File: config.mk
export PLATFORM = sky130hd
export DESIGN_NAME = miss_classifier
export DESIGN_NICKNAME = d
export VERILOG_FILES = /design/src/rtl/mcc_pkg.sv /design/src/rtl/mcc_seen_set.sv /design/src/rtl/mcc_recency_list.sv /design/src/rtl/mcc_classify.sv /design/src/rtl/miss_classifier.sv
export SDC_FILE = /design/constraint.sdc
export NUM_CORES = 1
export LEC_CHECK = 0
export BUFFER_PORTS_ARGS = -buffer_cell sky130_fd_sc_hd__buf_2
export CAP_MARGIN = 15
export CORE_MARGIN = 1.5
export CORE_UTILIZATION = 57
export DETAILED_ROUTE_END_ITERATION = 10
export HOLD_SLACK_MARGIN = 0.03
export PLACE_DENSITY = 0.86
export SETUP_SLACK_MARGIN = 0.1
export SYNTH_ARGS = -nofsm -noshare
export SYNTH_HDL_FRONTEND = slang
export SYNTH_SLANG_ARGS = --single-unit
File: constraint.sdc
create_clock -name clk -period 4.1 [get_ports clk]
set_input_delay 0.82 -clock clk [delete_from_list [all_inputs] [get_ports clk]]
set_output_delay 0.82 -clock clk [all_outputs]
set_load 0.03 [all_outputs]
File: src/rtl/mcc_pkg.sv
package mcc_pkg;
   typedef enum logic [1:0] {
      CLS_HIT   = 2'b00,
      CLS_FIRST = 2'b01,
      CLS_CAPAC = 2'b10,
      CLS_CONFL = 2'b11
   } miss_cls_e;
endpackage

File: src/rtl/mcc_seen_set.sv
module mcc_seen_set #(
   parameter int ADDR_W = 12,
   parameter int DEPTH  = 16
) (
   input  logic              clk,
   input  logic              rst,
   input  logic              probe_en,
   input  logic [ADDR_W-1:0] probe_addr,
   output logic              found,
   output logic              overflow
);
   localparam int CW = $clog2(DEPTH + 1);

   logic [ADDR_W-1:0] slot [DEPTH];
   logic [CW-1:0]     fill;
   logic              full;
   logic              record;

   always_comb begin
      found = 1'b0;
      for (int i = 0; i < DEPTH; i++) begin
         if (i < int'(fill) && slot[i] == probe_addr) found = 1'b1;
      end
   end

   assign full   = (fill == CW'(DEPTH));
   assign record = probe_en && !found && !full;

   for (genvar g = 0; g < DEPTH; g++) begin : g_slot
      always_ff @(posedge clk) begin
         if (rst)                              slot[g] <= '0;
         else if (record && fill == CW'(g))    slot[g] <= probe_addr;
      end
   end

   always_ff @(posedge clk) begin
      if (rst) begin
         fill     <= '0;
         overflow <= 1'b0;
      end else begin
         if (record) fill <= fill + 1'b1;
         if (probe_en && !found && full) overflow <= 1'b1;
      end
   end
endmodule

File: src/rtl/mcc_recency_list.sv
module mcc_recency_list #(
   parameter int ADDR_W = 12,
   parameter int DEPTH  = 4
) (
   input  logic              clk,
   input  logic              rst,
   input  logic              touch_en,
   input  logic [ADDR_W-1:0] touch_addr,
   output logic              present
);
   localparam int IW = (DEPTH > 1) ? $clog2(DEPTH) : 1;

   logic [ADDR_W-1:0] tag  [DEPTH];
   logic [DEPTH-1:0]  live;
   logic [DEPTH-1:0]  hitv;
   logic [DEPTH-1:0]  shift_en;
   logic [IW-1:0]     pos;

   for (genvar g = 0; g < DEPTH; g++) begin : g_cmp
      assign hitv[g] = live[g] && (tag[g] == touch_addr);
   end

   assign present = |hitv;

   always_comb begin
      pos = '0;
      for (int i = DEPTH - 1; i >= 0; i--) begin
         if (hitv[i]) pos = IW'(i);
      end
   end

   always_comb begin
      for (int i = 0; i < DEPTH; i++) begin
         shift_en[i] = touch_en && (!present || i <= int'(pos));
      end
   end

   for (genvar g = 0; g < DEPTH; g++) begin : g_ent
      if (g == 0) begin : g_head
         always_ff @(posedge clk) begin
            if (rst) begin
               tag[g]  <= '0;
               live[g] <= 1'b0;
            end else if (shift_en[g]) begin
               tag[g]  <= touch_addr;
               live[g] <= 1'b1;
            end
         end
      end else begin : g_body
         always_ff @(posedge clk) begin
            if (rst) begin
               tag[g]  <= '0;
               live[g] <= 1'b0;
            end else if (shift_en[g]) begin
               tag[g]  <= tag[g-1];
               live[g] <= live[g-1];
            end
         end
      end
   end
endmodule

File: src/rtl/mcc_classify.sv
module mcc_classify
   import mcc_pkg::*;
(
   input  logic      is_miss,
   input  logic      in_seen,
   input  logic      in_recent,
   output miss_cls_e cls
);
   always_comb begin
      if (!is_miss)                    cls = CLS_HIT;
      else if (!in_seen && !in_recent) cls = CLS_FIRST;
      else if (!in_recent)             cls = CLS_CAPAC;
      else                             cls = CLS_CONFL;
   end
endmodule

File: src/rtl/miss_classifier.sv
module miss_classifier
   import mcc_pkg::*;
#(
   parameter int ADDR_W     = 12,
   parameter int LRU_DEPTH  = 4,
   parameter int SEEN_DEPTH = 16
) (
   input  logic              clk,
   input  logic              rst,
   input  logic              in_valid,
   input  logic [ADDR_W-1:0] in_addr,
   input  logic              in_miss,
   output logic              out_valid,
   output logic [1:0]        out_class,
   output logic              seen_overflow
);
   if (ADDR_W < 1) begin : g_bad_aw
      $error("ADDR_W must be at least 1");
   end
   if (LRU_DEPTH < 1) begin : g_bad_lru
      $error("LRU_DEPTH must be at least 1");
   end
   if (SEEN_DEPTH < LRU_DEPTH) begin : g_bad_seen
      $error("SEEN_DEPTH must not be below LRU_DEPTH");
   end

   logic      seen_hit;
   logic      recent_hit;
   miss_cls_e cls_now;

   mcc_seen_set #(.ADDR_W(ADDR_W), .DEPTH(SEEN_DEPTH)) u_seen (
      .clk        (clk),
      .rst        (rst),
      .probe_en   (in_valid),
      .probe_addr (in_addr),
      .found      (seen_hit),
      .overflow   (seen_overflow)
   );

   mcc_recency_list #(.ADDR_W(ADDR_W), .DEPTH(LRU_DEPTH)) u_recent (
      .clk        (clk),
      .rst        (rst),
      .touch_en   (in_valid),
      .touch_addr (in_addr),
      .present    (recent_hit)
   );

   mcc_classify u_cls (
      .is_miss   (in_miss),
      .in_seen   (seen_hit),
      .in_recent (recent_hit),
      .cls       (cls_now)
   );

   always_ff @(posedge clk) begin
      if (rst) begin
         out_valid <= 1'b0;
         out_class <= 2'b00;
      end else begin
         out_valid <= in_valid;
         out_class <= in_valid ? 2'(cls_now) : 2'b00;
      end
   end
endmodule

==> flow_summary.ini, run 1 <==
[detailed_routing]
drc_errors = 0
drt-total-wl_um = 30000
vias = 8493
firstDrtPassIters = 5
ant_nets = 0
avgViaCountPerCell = 6.06
wl_per_cell_um = 21.4
drtIter0Drc = 1156

[clock_tree]
cts-buffers-inserted = 26
clk_latency_ps = 530
htree_levels = 1
cts.reportedPaths.clkPinSlew_ps = 60
cts_sinks = 253
cts_setup_buffers = 0
max-clock-path-buffers = 3
cts_root_buf = clkbuf_16
cts_tree = done

[timing]
skew_ps = 13.0
slew_viol_final = 0
setup_viol = 0
finalSetupTns_ps = 0
finalHoldViolCount = 0
rsz0062_at_grt = true
setup_ws_ps = 245
relSlewSlack = 0.261
period_share = 0.940
fmax_ghz = 0.259
holdWs_ps = 463
post-route-min-period_ps = 3860
worst_pin_slew_ps = 1100

[grt]
antenna_found_initial = 0
grtUsageTotal = 0.265
grt_overflow_total = 0
grt_max_degree = 36
grt_pass1_wl_um = 45300
first_global_vias = 8206

[finish]
fin_nets = 1122
area_growth_pct = 11.3
diodes = 0
drive_gt1_frac = 0.123
final_util = 0.645

[logic_synthesis]
async_flop_share = 0
synthesis.instances = 1066
synth_fp_nets = 1085
post-synth-top-count-cell = edfxtp_1
synth_common_cells = 240 x edfxtp_1, 159 x nor2_1, 158 x xor2_1
yosysWarnings = 0
synthFlopType = edfxtp_1
synth_area_leader_cell = edfxtp_1
ys_top_cells_by_area = edfxtp_1 57%, xor2_1 11%, xnor2_1 5.7%, nor2_1 4.8%, nor4_1 2.5%
avgSynthCellArea_um2 = 11.8
synth_seq_cells = 253
syn_area_um2 = 12600
yosysSeqAreaShare = 0.595
synth-edff-count = 240
synth_top_area_frac = 0.574
ys_types = 44

[floorplan]
row_count = 54
initial_core_util = 0.579
dieArea_um2 = 22900
ioPinCount = 20
dieWidth_um = 151
core_area_um2 = 21700
fp.dieH_um = 151

[worst_setup_path]
worst-endpoint-arrival_ps = 4010
critical_path.slowest_cell = o21ai_1
end_kind = register
cp_max_fo = 12
crit_chain = nor2_1, buf_4, nor2_1, nand4_1, nand4_1, a2111oi_2, nor4b_4, nand4_2, o21ai_1
required_ps = 4250
startpoint_type = register
worst-setup-path-type = register to register
slowest_delay_ps = 880

[placement]
hpwlAfterDp_um = 20000
place_congestion = 0.898
pre_cts_slack_ps = -192
io_buffers = 19

[pwr]
p_seq_frac = 0.507
p_switching_mw = 1.42
power.internal_mw = 4.52
p_clk_frac = 0.399
p_total_mw = 5.94
power_frac_comb = 0.093
p_leak_nw = 5.09
max-vdd-ir-drop_v = 0.000399
p_per_area_nw_per_um2 = 425
swShare = 0.239

[flow_run]
cap_violations = 0

[worst_hold_path]
hp-class = register to register

[status]
status = finished clean
## layout by cell type (no fill, tap or decap), types with 3 or more instances in the layout
master      instances
edfxtp_1          240
nor2_1            159
xor2_1            158
xnor2_1            82
nand2_1            66
buf_4              61
nor4_1             51
nor3_1             43
and2_1             36
nand4_1            28
clkbuf_16          27
buf_2              19
o21ai_0            18
nor2b_1            16
dfxtp_1            13
and3_1             12
inv_1              11
nand3_1             8
clkbuf_1            6
buf_12              6
a21oi_1             5
a31oi_1             5
clkinv_2            5
o41ai_1             3
or2_2               3
ha_1                3
clkinvlp_4          3
## kinds of logic after synthesis
| logic type | count (synthesis) | share of synthesized area |
|---|---|---|
| compound gates | 46 | 0.0236 |
| xor+xnor | 240 | 0.167 |
| fa+ha+maj | 3 | 0.00299 |
| buf+inv | 90 | 0.0416 |
| flops | 253 | 0.595 |
| mux | 3 | 0.00249 |
| simple gates | 431 | 0.167 |
## what timing repair did
item	4_1_cts	5_1_grt
gates resized for setup	0	1
endpoints found under the setup margin	0	12
hold buffers	0	0
## stage by stage
| step | std cells | area, um^2 |
|---|---|---|
| floorplan | 1066 | 12600 |
| global placement | 1354 | 13100 |
| detailed placement | 1354 | 13100 |
| CTS | 1401 | 14000 |
| global route | 1402 | 14000 |
| finish | 1402 | 14000 |
## final timing paths
path	start	end	slack [ps]	cells after the start
min reg2reg	u_seen.overflow	u_seen.overflow	460	1
max reg2reg	u_seen.fill[3]	u_seen.slot[0][65]	240	9
max	u_seen.fill[3]	u_seen.slot[0][65]	240	9
min	u_seen.overflow	u_seen.overflow	460	1
## layout make-up
class                           count  area, um^2
Fill cell                        1463        7710
Sequential cell                   253        7470
Multi-Input combinational cell    723        4580
Clock buffer                       35         726
Timing Repair Buffer               87         684
Tap cell                          280         350
Clock inverter                     12         128
Inverter                           12        45.0
## routing by layer
layer	routed length, um	global-route usage	share of wire
met1	11000	0.339	0.37
met3	2910	0.0494	0.097
met4	1310	0.115	0.044
met5	0	0	0
met2	14800	0.441	0.49
## worst max-delay path, delay by kind of cell (launching register included)
kind            cells  cell delay, ps
compound gates      2            1310
buf+inv             1             230
flops               1             430
simple gates        6            1490
## state kept, by name, summed over array words and instances, names as in the netlist
| name | cells |
|---|---|
| u_seen.slot | 192 |
| u_recent.tag | 48 |
| u_seen.fill | 5 |
| u_recent.live | 4 |
| out_class | 2 |
| out_valid | 1 |
| u_seen.overflow | 1 |
## power by group through the flow
stage	Sequential, mW	Combinational (mW)	Clock (mW)
after floorplan	3.05	0.385	0
after global routing	3.03	0.594	2.46
after global placement	3.06	0.522	0
final	3.02	0.556	2.37
after CTS	3.01	0.547	2.37
after detailed placement	3.07	0.540	0
(Power assumes the default switching activity.)
==> run 2: changes to the inputs <==
Settings changed: PLACE_DENSITY 0.86 to 0.78.
==> run 2 against run 1 <==
Effect of this change:
- power shrank 5.1%
- critical path depth rose by 1
- sequential power barely moved
- register-to-register slack gained 300 ps
- maximum frequency rose by 4.2%
- critical path type is now primary input to register
==> flow_summary.ini, run 2 (synthesis gave the netlist of run 1 again) <==
[detailed_routing]
ant_nets = 0
wl_per_cell_um = 20.6
drtIter0Drc = 975
avgViaCountPerCell = 5.82
vias = 8162
firstDrtPassIters = 6
drc_errors = 0
drt-total-wl_um = 28900

[placement]
io_buffers = 19
hpwlAfterDp_um = 19900
place_congestion = 0.875

[finish]
drive_gt1_frac = 0.116
area_growth_pct = 10.4
top_register = u_seen.slot
largest_reg_flops = 192
reg_top3 = u_seen.slot x192, u_recent.tag x48, u_seen.fill x5
final_common_cell = edfxtp_1
fin_nets = 1123
diodes = 0
final_cell_mix = 240 x edfxtp_1, 159 x nor2_1, 158 x xor2_1

[clock_tree]
clk_latency_ps = 540
cts_root_buf = clkbuf_16
cts_tree = done
cts.reportedPaths.clkPinSlew_ps = 60
htree_levels = 1
postCtsHoldBufs = 0
max-clock-path-buffers = 3
post_cts_resized = 0
cts_setup_buffers = 0
cts_sinks = 253
cts-buffers-inserted = 25

[pwr]
max-vdd-ir-drop_v = 0.000344
p_switching_mw = 1.35
power.internal_mw = 4.29
p_total_mw = 5.64
p_clk_frac = 0.369
p_per_area_nw_per_um2 = 407
swShare = 0.239
p_leak_nw = 5.04
power_frac_comb = 0.096
p_seq_frac = 0.535

[timing]
fmax_ghz = 0.270
setup_viol = 0
period_share = 0.903
relSlewSlack = 0.255
finalHoldViolCount = 0
skew_ps = 26.1
finalSetupTns_ps = 0
slew_viol_final = 0
post-route-min-period_ps = 3700
rsz0062_at_grt = false
worst_pin_slew_ps = 1110
holdWs_ps = 480

[worst_setup_path]
end_kind = register
startpoint_type = primary input
worstReg2RegStart = u_seen.fill[4]
cp_max_fo = 14
required_ps = 4250
crit_start = in_addr[3]
worst-endpoint-arrival_ps = 3850
worst-setup-path-type = primary input to register

[floorplan]
core_area_um2 = 21700
ioPinCount = 20
dieArea_um2 = 22900
dieWidth_um = 151
initial_core_util = 0.579
row_count = 54
fp.dieH_um = 151

[grt]
antenna_found_initial = 0
grt_max_degree = 28
grt_overflow_total = 0
grt_pass1_wl_um = 44400
first_global_vias = 8056
grtUsageTotal = 0.260

[worst_hold_path]
min-delay-start = u_recent.live[3]
hp-class = register to register

[status]
status = finished clean

[flow_run]
cap_violations = 0
run 2: cell count changes in the layout (fill, tap and decap cells not counted), moves of 2 or more:
cell,change
clkinvlp_4,-3
bufinv_16,-2
buf_4,+3
clkbuf_1,+2
clkinv_1,+5
clkbuf_16,-2
run 2: area by class of cell:
type	instances	area [um^2]
multi-input combinational	723	4580
timing repair buffer	89	696
clock inverter	11	51.3
clock buffer	34	669
fill	1568	7830
sequential	253	7470
inverter	12	45.0
tap	280	350
run 2: stage by stage:
step,utilization,cells,worst slack [ps],instance area [um^2]
floorplan,-,1066,78.5,12600
global placement,0.605,1356,53.6,13100
detailed placement,0.606,1357,-71.1,13100
CTS,0.639,1402,441,13900
global route,0.639,1402,166,13900
finish,0.639,1402,399,13900
run 2: path summary, 6_finish.rpt:
| path | end | slack (ps) | cells after the start |
|---|---|---|---|
| hold reg to reg | u_recent.live[3] | 480 | 1 |
| setup / recovery | u_seen.slot[0][54] | 400 | 10 |
| hold / removal | u_recent.live[3] | 480 | 1 |
| setup reg to reg | u_seen.slot[0][54] | 540 | 8 |
run 2: worst max-delay path, cell delays in order:
cell and delay (ps):
buf_2 360, buf_4 230, xor2_1 200, nor4_1 90, nand4_1 140, o41ai_1 140, a2111oi_2 300, nor4b_4 420
nand4_2 240, o21ai_1 900
run 2: metal layers:
layer | vias up | GRT usage | wire length (um)
li1 | 3792 | - | -
met1 | 3958 | 0.360 | 11900
met2 | 356 | 0.427 | 14100
met3 | 56 | 0.0377 | 2140
met4 | 0 | 0.0757 | 688
met5 | - | 0 | 0
run 2: power by group through the flow:
stage          Combinational, mW  Sequential, mW  Clock (mW)
5_1_grt                    0.587            3.03        2.18
2_1_floorplan              0.385            3.05           0
3_3_place_gp               0.527            3.06           0
6_report                   0.544            3.02        2.08
3_5_place_dp               0.536            3.07           0
4_1_cts                    0.540            3.02        2.09
==> run 3: changes to the inputs <==
Settings changed: BUFFER_PORTS_ARGS -buffer_cell sky130_fd_sc_hd__buf_2 to -buffer_cell sky130_fd_sc_hd__buf_4, PLACE_DENSITY 0.78 to 0.79.
==> run 3 against run 2 <==
Effect of this change:
- count of clock-buffer cells in the layout up 11
- sequential share of layout area up 0.35 points
- wire length up 1.3%
- critical endpoint is now u_seen.slot[1][59]
- clock skew down 19 ps
- worst setup slack worse by 130 ps
- first-iteration DRC count down 15%
- global-route usage up 0.090 points
==> flow_summary.ini, run 3 (synthesis gave the netlist of run 1 again) <==
[floorplan]
ioPinCount = 20
initial_core_util = 0.579
dieWidth_um = 151
fp.dieH_um = 151
row_count = 54
core_area_um2 = 21700
dieArea_um2 = 22900

[finish]
reg_top3 = u_seen.slot x192, u_recent.tag x48, u_seen.fill x5
final_common_cell = edfxtp_1
top_register = u_seen.slot
fin_nets = 1105
fill_cells = 1591
final_cell_mix = 240 x edfxtp_1, 159 x nor2_1, 158 x xor2_1
stdcell_area_um2 = 13800
drive_gt1_frac = 0.100
diodes = 0
largest_reg_flops = 192
area_growth_pct = 9.65

[clock_tree]
cts_root_buf = clkbuf_16
cts_setup_buffers = 0
cts_tree = done
postCtsHoldBufs = 0
cts-buffers-inserted = 26
post_cts_resized = 0
clk_latency_ps = 530
max-clock-path-buffers = 3
htree_levels = 1
cts_sinks = 253
cts.reportedPaths.clkPinSlew_ps = 60

[worst_setup_path]
cp_max_fo = 17
critical_path_buf_inv_count = 3
crit_chain = nand3_1, buf_4, o21ai_0, nand4_1, nand4_1, a2111oi_2, nor4b_4, buf_4, nand4_1, o21ai_0, buf_4
slowest_delay_ps = 470
end_kind = register
crit_family = simple AND/OR/NAND/NOR gates
crit_start = u_seen.fill[2]
startpoint_type = register
worstReg2RegStart = u_seen.fill[2]
critical_path.slowest_cell = dfxtp_1
worst-setup-path-type = register to register
required_ps = 4320
worst-endpoint-arrival_ps = 4060

[grt]
first_global_vias = 7906
antenna_found_initial = 0
grtUsageTotal = 0.260
grt_max_degree = 52
grt_overflow_total = 0
grt_pass1_wl_um = 44400

[detailed_routing]
avgViaCountPerCell = 5.89
firstDrtPassIters = 7
drtIter0Drc = 828
drc_errors = 0
ant_nets = 0
drt-total-wl_um = 29200
wl_per_cell_um = 21.1
vias = 8164

[worst_hold_path]
min-delay-start = u_recent.live[3]
hp-class = register to register

[pwr]
p_per_area_nw_per_um2 = 417
p_total_mw = 5.74
p_leak_nw = 4.97
max-vdd-ir-drop_v = 0.000348

[timing]
fmax_ghz = 0.261
slew_viol_final = 0
finalHoldViolCount = 0
setup_viol = 0
relSlewSlack = 0.236
period_share = 0.935
rsz0062_at_grt = false
skew_ps = 6.70
post-route-min-period_ps = 3830
worst_pin_slew_ps = 1140
setup_ws_ps = 266

[placement]
hpwlAfterDp_um = 19000
pre_cts_slack_ps = -22.0
place_congestion = 0.878
io_buffers = 19
dpl-instance-area_um2 = 13000

[flow_run]
cap_violations = 0

[status]
status = finished clean
==> run 3: cell type report <==
cell class / count / area, um^2 / share of cell area
Multi-Input combinational cell: 723 / 4580 / 0.333
Inverter: 12 / 45.0 / 0.00327
Tap cell: 280 / 350 / 0.0254
Clock buffer: 45 / 773 / 0.0562
Timing Repair Buffer: 70 / 542 / 0.0393
Clock inverter: 3 / 12.5 / 0.000909
Sequential cell: 253 / 7470 / 0.542
==> run 3: worst paths after layout <==
path                         to  slack (ps)  cells after the start
max          u_seen.slot[1][59]         270                     11
max reg2reg  u_seen.slot[1][59]         270                     11
min reg2reg    u_recent.live[3]         490                      1
min            u_recent.live[3]         490                      1
==> run 3: power breakdown <==
| group | switching (mW) | total (mW) | internal, mW |
|---|---|---|---|
| Clock | 0.922 | 2.19 | 1.27 |
| Combinational | 0.340 | 0.530 | 0.191 |
| Sequential | 0.0647 | 3.01 | 2.95 |
==> run 3: routing by layer <==
layer	GRT usage	routed length [um]	vias up
li1	-	-	3748
met1	0.353	11800	3959
met2	0.430	14300	388
met3	0.0349	2370	69
met4	0.0947	841	0
met5	0	0	-
==> run 3: worst register-to-register path, cell delays in order (launching register included) <==
cell and delay [ps]:
dfxtp_1 470, nand3_1 160, buf_4 250, o21ai_0 140
nand4_1 220, nand4_1 200, a2111oi_2 430, nor4b_4 410
buf_4 190, nand4_1 290, o21ai_0 470, buf_4 290
==> run 3: through the flow <==
stage	std cells	util	TNS, ps	hold WS [ps]
floorplan	1066	-	0	442
global placement	1337	0.598	0	463
detailed placement	1338	0.599	-216	478
CTS	1386	0.635	0	492
global route	1386	0.635	0	512
finish	1386	0.635	0	491
